--- src/rtl/cfgcs_pkg.sv ---
package cfgcs_pkg;

    localparam int CMD_BYTE_OFF = 4;
    localparam int CLS_BYTE_OFF = 12;
    localparam logic [15:0] CMD_RW_MASK = 16'h0547;

    typedef struct packed {
        logic int_dis;
        logic serr_en;
        logic parity_resp;
        logic bus_master;
        logic mem_space;
        logic io_space;
    } cmd_t;

    typedef struct packed {
        logic det_par;
        logic sig_serr;
        logic rcv_mabort;
        logic rcv_tabort;
        logic sig_tabort;
        logic mdpe;
    } sticky_t;

    typedef struct packed {
        logic parity_err;
        logic master_perr;
        logic master_abort;
        logic special_cycle;
        logic tabort_rcvd;
        logic tabort_sig;
        logic serr_req;
    } event_t;

    function automatic logic [15:0] pack_cmd(cmd_t c);
        logic [15:0] w;
        w     = '0;
        w[0]  = c.io_space;
        w[1]  = c.mem_space;
        w[2]  = c.bus_master;
        w[6]  = c.parity_resp;
        w[8]  = c.serr_en;
        w[10] = c.int_dis;
        return w;
    endfunction

    function automatic cmd_t unpack_cmd(logic [15:0] w);
        cmd_t c;
        c.io_space    = w[0];
        c.mem_space   = w[1];
        c.bus_master  = w[2];
        c.parity_resp = w[6];
        c.serr_en     = w[8];
        c.int_dis     = w[10];
        return c;
    endfunction

    function automatic sticky_t unpack_sticky(logic [15:0] w);
        sticky_t s;
        s.det_par    = w[15];
        s.sig_serr   = w[14];
        s.rcv_mabort = w[13];
        s.rcv_tabort = w[12];
        s.sig_tabort = w[11];
        s.mdpe       = w[8];
        return s;
    endfunction

    function automatic logic [15:0] pack_status(sticky_t s, logic int_st, logic [1:0] devsel,
                                                logic fb2b, logic m66, logic caps);
        logic [15:0] w;
        w       = '0;
        w[15]   = s.det_par;
        w[14]   = s.sig_serr;
        w[13]   = s.rcv_mabort;
        w[12]   = s.rcv_tabort;
        w[11]   = s.sig_tabort;
        w[10:9] = devsel;
        w[8]    = s.mdpe;
        w[7]    = fb2b;
        w[5]    = m66;
        w[4]    = caps;
        w[3]    = int_st;
        return w;
    endfunction

    function automatic logic cls_legal(logic [7:0] v, logic [7:0] vmax);
        return ((v & (v - 8'd1)) == 8'd0) && (v <= vmax);
    endfunction

endpackage

--- src/rtl/cfgcs_cmd_reg.sv ---
module cfgcs_cmd_reg
    import cfgcs_pkg::*;
(
    input  logic        clk,
    input  logic        rst,
    input  logic        wr_en,
    input  logic [1:0]  be,
    input  logic [15:0] wdata,
    output cmd_t        cmd_q,
    output logic [15:0] cmd_word
);
    localparam int LANES = 2;

    logic [15:0] merged;

    assign cmd_word = pack_cmd(cmd_q);

    generate
        for (genvar g = 0; g < LANES; g++) begin : g_lane
            assign merged[g*8 +: 8] = be[g] ? wdata[g*8 +: 8] : cmd_word[g*8 +: 8];
        end
    endgenerate

    always_ff @(posedge clk) begin
        if (rst)        cmd_q <= '0;
        else if (wr_en) cmd_q <= unpack_cmd(merged);
    end

    a_r2_rw_only: assert property (@(posedge clk) disable iff (rst)
        wr_en && (be == 2'b11) |=> (cmd_word == ($past(wdata) & CMD_RW_MASK)));
endmodule

--- src/rtl/cfgcs_status_reg.sv ---
module cfgcs_status_reg
    import cfgcs_pkg::*;
#(
    parameter logic [1:0] DEVSEL_CODE = 2'd1,
    parameter bit         FB2B_CAP    = 1'b0,
    parameter bit         CAP_66MHZ   = 1'b0,
    parameter bit         HAS_CAPS    = 1'b1
) (
    input  logic        clk,
    input  logic        rst,
    input  event_t      ev,
    input  cmd_t        cmd,
    input  logic        int_pending,
    input  logic        clr_wr,
    input  logic [15:0] clr_bits,
    output logic [15:0] status_word,
    output logic        perr_drive,
    output logic        serr_drive
);
    sticky_t sticky_q, set_v, clr_v;

    assign perr_drive = ev.parity_err & cmd.parity_resp;
    assign serr_drive = ev.serr_req & cmd.serr_en;

    always_comb begin
        set_v.det_par    = ev.parity_err;
        set_v.sig_serr   = serr_drive;
        set_v.rcv_mabort = ev.master_abort & ~ev.special_cycle;
        set_v.rcv_tabort = ev.tabort_rcvd;
        set_v.sig_tabort = ev.tabort_sig;
        set_v.mdpe       = ev.master_perr & cmd.parity_resp;
        clr_v            = clr_wr ? unpack_sticky(clr_bits) : sticky_t'('0);
    end

    always_ff @(posedge clk) begin
        if (rst) sticky_q <= '0;
        else     sticky_q <= sticky_t'((sticky_q & ~clr_v) | set_v);
    end

    assign status_word = pack_status(sticky_q, int_pending, DEVSEL_CODE,
                                     FB2B_CAP, CAP_66MHZ, HAS_CAPS);

    a_r5_parity_sticks: assert property (@(posedge clk) disable iff (rst)
        ev.parity_err |=> status_word[15]);
    a_r6_mdpe_needs_resp: assert property (@(posedge clk) disable iff (rst)
        $rose(status_word[8]) |-> $past(cmd.parity_resp));
    a_r7_mabort_gated: assert property (@(posedge clk) disable iff (rst)
        ev.master_abort && !ev.special_cycle |=> status_word[13]);
    a_r12_set_beats_clear: assert property (@(posedge clk) disable iff (rst)
        ev.tabort_rcvd && clr_wr && clr_bits[12] |=> status_word[12]);
endmodule

--- src/rtl/cfgcs_cls_reg.sv ---
module cfgcs_cls_reg
    import cfgcs_pkg::*;
#(
    parameter int CLS_MAX = 32
) (
    input  logic       clk,
    input  logic       rst,
    input  logic       wr_en,
    input  logic [7:0] wdata,
    output logic [7:0] cls_q
);
    localparam logic [7:0] CLS_LIMIT = 8'(CLS_MAX);

    always_ff @(posedge clk) begin
        if (rst)        cls_q <= '0;
        else if (wr_en) cls_q <= cls_legal(wdata, CLS_LIMIT) ? wdata : 8'd0;
    end

    a_r13_cls_legal: assert property (@(posedge clk) disable iff (rst)
        $onehot0(cls_q) && (cls_q <= CLS_LIMIT));
endmodule

--- src/rtl/cfg_cmd_status.sv ---
module cfg_cmd_status
    import cfgcs_pkg::*;
#(
    parameter int         ADDR_W      = 6,
    parameter int         CLS_MAX     = 32,
    parameter logic [1:0] DEVSEL_CODE = 2'd1,
    parameter bit         FB2B_CAP    = 1'b0,
    parameter bit         CAP_66MHZ   = 1'b0,
    parameter bit         HAS_CAPS    = 1'b1
) (
    input  logic              clk,
    input  logic              rst,
    input  logic [ADDR_W-1:0] cfg_addr,
    input  logic              cfg_wr,
    input  logic              cfg_rd,
    input  logic [3:0]        cfg_be,
    input  logic [31:0]       cfg_wdata,
    output logic [31:0]       cfg_rdata,
    output logic              cfg_rvalid,
    input  logic              ev_parity_err,
    input  logic              ev_master_perr,
    input  logic              ev_master_abort,
    input  logic              ev_special_cycle,
    input  logic              ev_tabort_rcvd,
    input  logic              ev_tabort_sig,
    input  logic              serr_req,
    input  logic              int_pending,
    output logic              io_en,
    output logic              mem_en,
    output logic              bus_master_en,
    output logic              perr_drive,
    output logic              serr_drive,
    output logic              intx_req
);
    localparam int BYTES = 4;
    localparam logic [ADDR_W-1:0] CMD_DW = ADDR_W'(CMD_BYTE_OFF / BYTES);
    localparam logic [ADDR_W-1:0] CLS_DW = ADDR_W'(CLS_BYTE_OFF / BYTES);

    logic [31:0] lane_mask, masked_wdata, rd_next;
    logic [15:0] cmd_word, status_word;
    logic [7:0]  cls_q;
    logic        hit_cmd, hit_cls;
    cmd_t        cmd_q;
    event_t      ev;

    generate
        for (genvar g = 0; g < BYTES; g++) begin : g_mask
            assign lane_mask[g*8 +: 8] = {8{cfg_be[g]}};
        end
    endgenerate

    assign masked_wdata = cfg_wdata & lane_mask;
    assign hit_cmd      = cfg_wr && (cfg_addr == CMD_DW);
    assign hit_cls      = cfg_wr && (cfg_addr == CLS_DW) && cfg_be[0];

    assign ev = '{parity_err:    ev_parity_err,
                  master_perr:   ev_master_perr,
                  master_abort:  ev_master_abort,
                  special_cycle: ev_special_cycle,
                  tabort_rcvd:   ev_tabort_rcvd,
                  tabort_sig:    ev_tabort_sig,
                  serr_req:      serr_req};

    cfgcs_cmd_reg u_cmd (
        .clk      (clk),
        .rst      (rst),
        .wr_en    (hit_cmd),
        .be       (cfg_be[1:0]),
        .wdata    (cfg_wdata[15:0]),
        .cmd_q    (cmd_q),
        .cmd_word (cmd_word)
    );

    cfgcs_status_reg #(
        .DEVSEL_CODE (DEVSEL_CODE),
        .FB2B_CAP    (FB2B_CAP),
        .CAP_66MHZ   (CAP_66MHZ),
        .HAS_CAPS    (HAS_CAPS)
    ) u_status (
        .clk         (clk),
        .rst         (rst),
        .ev          (ev),
        .cmd         (cmd_q),
        .int_pending (int_pending),
        .clr_wr      (hit_cmd),
        .clr_bits    (masked_wdata[31:16]),
        .status_word (status_word),
        .perr_drive  (perr_drive),
        .serr_drive  (serr_drive)
    );

    cfgcs_cls_reg #(.CLS_MAX(CLS_MAX)) u_cls (
        .clk   (clk),
        .rst   (rst),
        .wr_en (hit_cls),
        .wdata (cfg_wdata[7:0]),
        .cls_q (cls_q)
    );

    assign io_en         = cmd_q.io_space;
    assign mem_en        = cmd_q.mem_space;
    assign bus_master_en = cmd_q.bus_master;
    assign intx_req      = int_pending & ~cmd_q.int_dis;

    always_comb begin
        if (cfg_addr == CMD_DW)      rd_next = {status_word, cmd_word};
        else if (cfg_addr == CLS_DW) rd_next = {24'd0, cls_q};
        else                         rd_next = '0;
    end

    always_ff @(posedge clk) begin
        if (rst) begin
            cfg_rvalid <= 1'b0;
            cfg_rdata  <= '0;
        end else begin
            cfg_rvalid <= cfg_rd;
            if (cfg_rd) cfg_rdata <= rd_next;
        end
    end

    a_r8_serr_flagged: assert property (@(posedge clk) disable iff (rst)
        serr_drive |=> status_word[14]);
    a_r10_intx_masked: assert property (@(posedge clk) disable iff (rst)
        intx_req |-> (status_word[3] && !cmd_word[10]));
endmodule

--- config.mk ---
export PLATFORM = sky130hd
export DESIGN_NAME = cfg_cmd_status
export DESIGN_NICKNAME = d
export VERILOG_FILES = /design/src/rtl/cfgcs_pkg.sv /design/src/rtl/cfgcs_cmd_reg.sv /design/src/rtl/cfgcs_status_reg.sv /design/src/rtl/cfgcs_cls_reg.sv /design/src/rtl/cfg_cmd_status.sv
export SDC_FILE = /design/constraint.sdc
export NUM_CORES = 1
export LEC_CHECK = 0
export ABC_AREA = 1
export ABC_CLOCK_PERIOD_IN_PS = 2800
export BUFFER_PORTS_ARGS = -buffer_cell sky130_fd_sc_hd__buf_2
export CORE_UTILIZATION = 45
export CTS_BUF_LIST = sky130_fd_sc_hd__clkbuf_2 sky130_fd_sc_hd__clkbuf_4 sky130_fd_sc_hd__clkbuf_8
export DETAILED_ROUTE_END_ITERATION = 10
export MAX_ROUTING_LAYER = met4
export PLACE_DENSITY = 0.79
export RECOVER_POWER = 25
export SETUP_SLACK_MARGIN = 0.2
export SYNTH_ARGS = -nofsm -noshare
export SYNTH_HDL_FRONTEND = slang
export SYNTH_SLANG_ARGS = --single-unit
--- constraint.sdc ---
create_clock -name clk -period 2.8 [get_ports clk]
set_input_delay 0.42 -clock clk [delete_from_list [all_inputs] [get_ports clk]]
set_output_delay 0.42 -clock clk [all_outputs]
set_load 0.02 [all_outputs]
==> flow_metrics.tcl <==
set metrics [dict create \
    yosys_warnings 0 \
    die_area_um2 4380 \
    p_leak_nw 1.06 \
    clock_skew_ps 3.75 \
    min_period_ps 1730 \
    antenna_found_initial 0 \
    ys_top_cells_by_area "dfxtp_1, nand2_1, buf_4" \
    maxCapViolations 0 \
    cts.sinks 39 \
    status "completed" \
    drt_iter0_markers 90 \
    io_pins 93 \
    holdBufCountCts 0 \
    worstPathArrival_ps 1880 \
    h-tree-depth 2 \
    clkTransAtPathRegs_ps 70 \
    hold_viol 0 \
    core_area_um2 3800 \
    gp_congestion 0.784 \
    holdPathEnd "u_status.status_word[11]" \
    worstMarginPinSlew_ps 666 \
    drtPass1Iterations 4 \
    vias_per_cell 4.60 \
    final_util_pct 57.5 \
    drt-total-wl_um 3900 \
    cts_resized 0 \
    area_growth_pct 18.0 \
    rrSetupSlack_ps 2070 \
    finalNetCount 372 \
    wl_per_cell_um 10.6 \
    synth_ff_type "dfxtp_1" \
    cp-end-kind "register" \
    synth_top_area_cell "dfxtp_1" \
    finalSetupViolCount 0 \
    clock_power_share_pct 36.6 \
    ys_ff_latch 39 \
    grt_pass1_wl_um 6390 \
    vdd_drop_max_v 0.000254 \
    die-width_um 66.2 \
    synth_commonest_cells "nand2_1, dfxtp_1, nor2_1" \
    hold_class "in -> reg" \
    hold_depth 3 \
    async_flop_share_pct 0 \
    synth_cell_types 21 \
    dr_total_vias 1687 \
    cts_buffer_depth 2 \
    synth_most_common_cell "nand2_1" \
    dp_hpwl_um 2940 \
    placed_area_um2 2130 \
    cts_tree "yes" \
    route.detailed.drc 0 \
    final-max-slew-violation-count 0 \
    grt_pass1_vias 1420 \
    row_count 22 \
    pwr_density_cell_nw_per_um2 477 \
    crit_type "in -> reg" \
    final_area_um2 2180 \
    fmax_ghz 0.577 \
    grt_max_degree 16 \
    yosysTopAreaCellShare_pct 42.2 \
    insertion_delay_ps 290 \
    syn-instance-count 257 \
    crit_fanout 9 \
    pwr-share-comb_pct 9.4 \
    drive_gt1_share_pct 26.3 \
    ant_nets 0 \
    grt_usage_pct 19.9 \
    synth_seq_area_share_pct 42.2 \
    crit_path_start "cfg_addr[3]" \
    port_buffers 62 \
    r2r-start "u_cmd.cmd_q[3]" \
    rsz0062_at_grt "false" \
    slew_headroom_pct 55.6 \
    p_int_w 0.000786 \
    crit_required_ps 2950 \
    n_fill_cell 382 \
    power_frac_seq_pct 54.0 \
    synth_edf_count 0 \
    diodes 0 \
    start_kind "primary input" \
    cts_setup_buffers 0 \
    synth.cell_area_um2 1850 \
    rr_worst_depth 4 \
    post-route-period-util_pct 61.9 \
    root_buffer "clkbuf_8" \
    cts_made_buffers 5 \
    swShare_pct 24.6 \
    p_switching_w 0.000256 \
    finalSetupTns_ps 0 \
    start_util_pct 48.7 \
    grt_remaining_overflow 0 \
    fp.dieH_um 66.2 \
    synth.avg_cell_area_um2 7.21 \
    hold_ws_ps 369 \
    rr_endpoint "cfg_rdata[6]" \
    holdCritStartpoint "ev_tabort_sig" \
]
layer usage:
metal / GRT usage (%) / wire [µm] / vias up
met3: 4.48 / 220 / 10
met1: 25.3 / 1870 / 741
met2: 30.6 / 1730 / 50
li1: - / - / 886
met4: 7.98 / 78 / 0
met5: - / 0 / -
power groups by stage:
stage	logic, W	clock network [W]	registers, W
final	0.0000982	0.000381	0.000563
after global routing	0.000111	0.000409	0.000564
after CTS	0.000102	0.000385	0.000563
after detailed placement	0.000102	0	0.000576
after global placement	0.000101	0	0.000576
after floorplan	0.0000713	0	0.000577
cells in the final DEF, fill, tap and decap left out:
master	instances
nor2_4	2
a21oi_2	9
nand4_4	1
nand2_2	9
nand2_1	82
buf_4	1
conb_1	13
nand3b_1	4
o21ai_0	1
a21oi_1	17
o31ai_1	1
clkbuf_4	2
nor2_1	30
inv_1	23
nand4_1	1
clkbuf_1	11
clkinv_2	1
nor2_2	2
nand3_1	13
buf_2	52
clkbuf_8	5
dfxtp_1	39
per-stage QoR:
| step | worst slack [ps] | instances | total power (W) |
|---|---|---|---|
| final | 1070 | 367 | 0.00104 |
| after global routing | 903 | 367 | 0.00108 |
| after CTS | 1390 | 367 | 0.00105 |
| after detailed placement | 1090 | 359 | 0.000678 |
| after global placement | 1110 | 359 | 0.000676 |
| after floorplan | 1570 | 269 | 0.000648 |
cell families after synthesis:
logic type	count (synthesis)	share of synthesized area (%)
compound gates	28	9.53
other cells	1	0.203
buf+inv	45	12.7
flops	39	42.2
simple gates	144	35.4
worst max-delay path: stages:
cell     delay [ps]
buf_2           100
nor2_1          220
nand4_1         230
nor2_1          490
inv_1           240
nand2_1         110
a21oi_1          70
flip-flops by register name, summed over array words and instances, names as in the netlist:
| register | cells |
|---|---|
| cfg_rvalid | 1 |
| cfg_rdata | 18 |
| u_cmd.cmd_q | 6 |
| u_cls.cls_q | 8 |
| u_status.status_word | 6 |
layout make-up:
type,count,area [µm²],area share (%)
clock inverters,1,5.00,0.229
flip-flops and latches,39,781,35.7
inverters,23,86.3,3.95
well taps,48,60.1,2.75
clock buffers,7,83.8,3.84
multi-input cells,185,860,39.3
repair buffers,64,309,14.1
worst max-delay path by stage:
stage                      to
4_1_cts          cfg_rdata[0]
2_1_floorplan  u_cls.cls_q[2]
5_1_grt        u_cls.cls_q[5]
3_5_place_dp     cfg_rdata[0]
3_3_place_gp     cfg_rdata[0]
6_report       u_cls.cls_q[5]
Power figures use the tool's default switching activity.
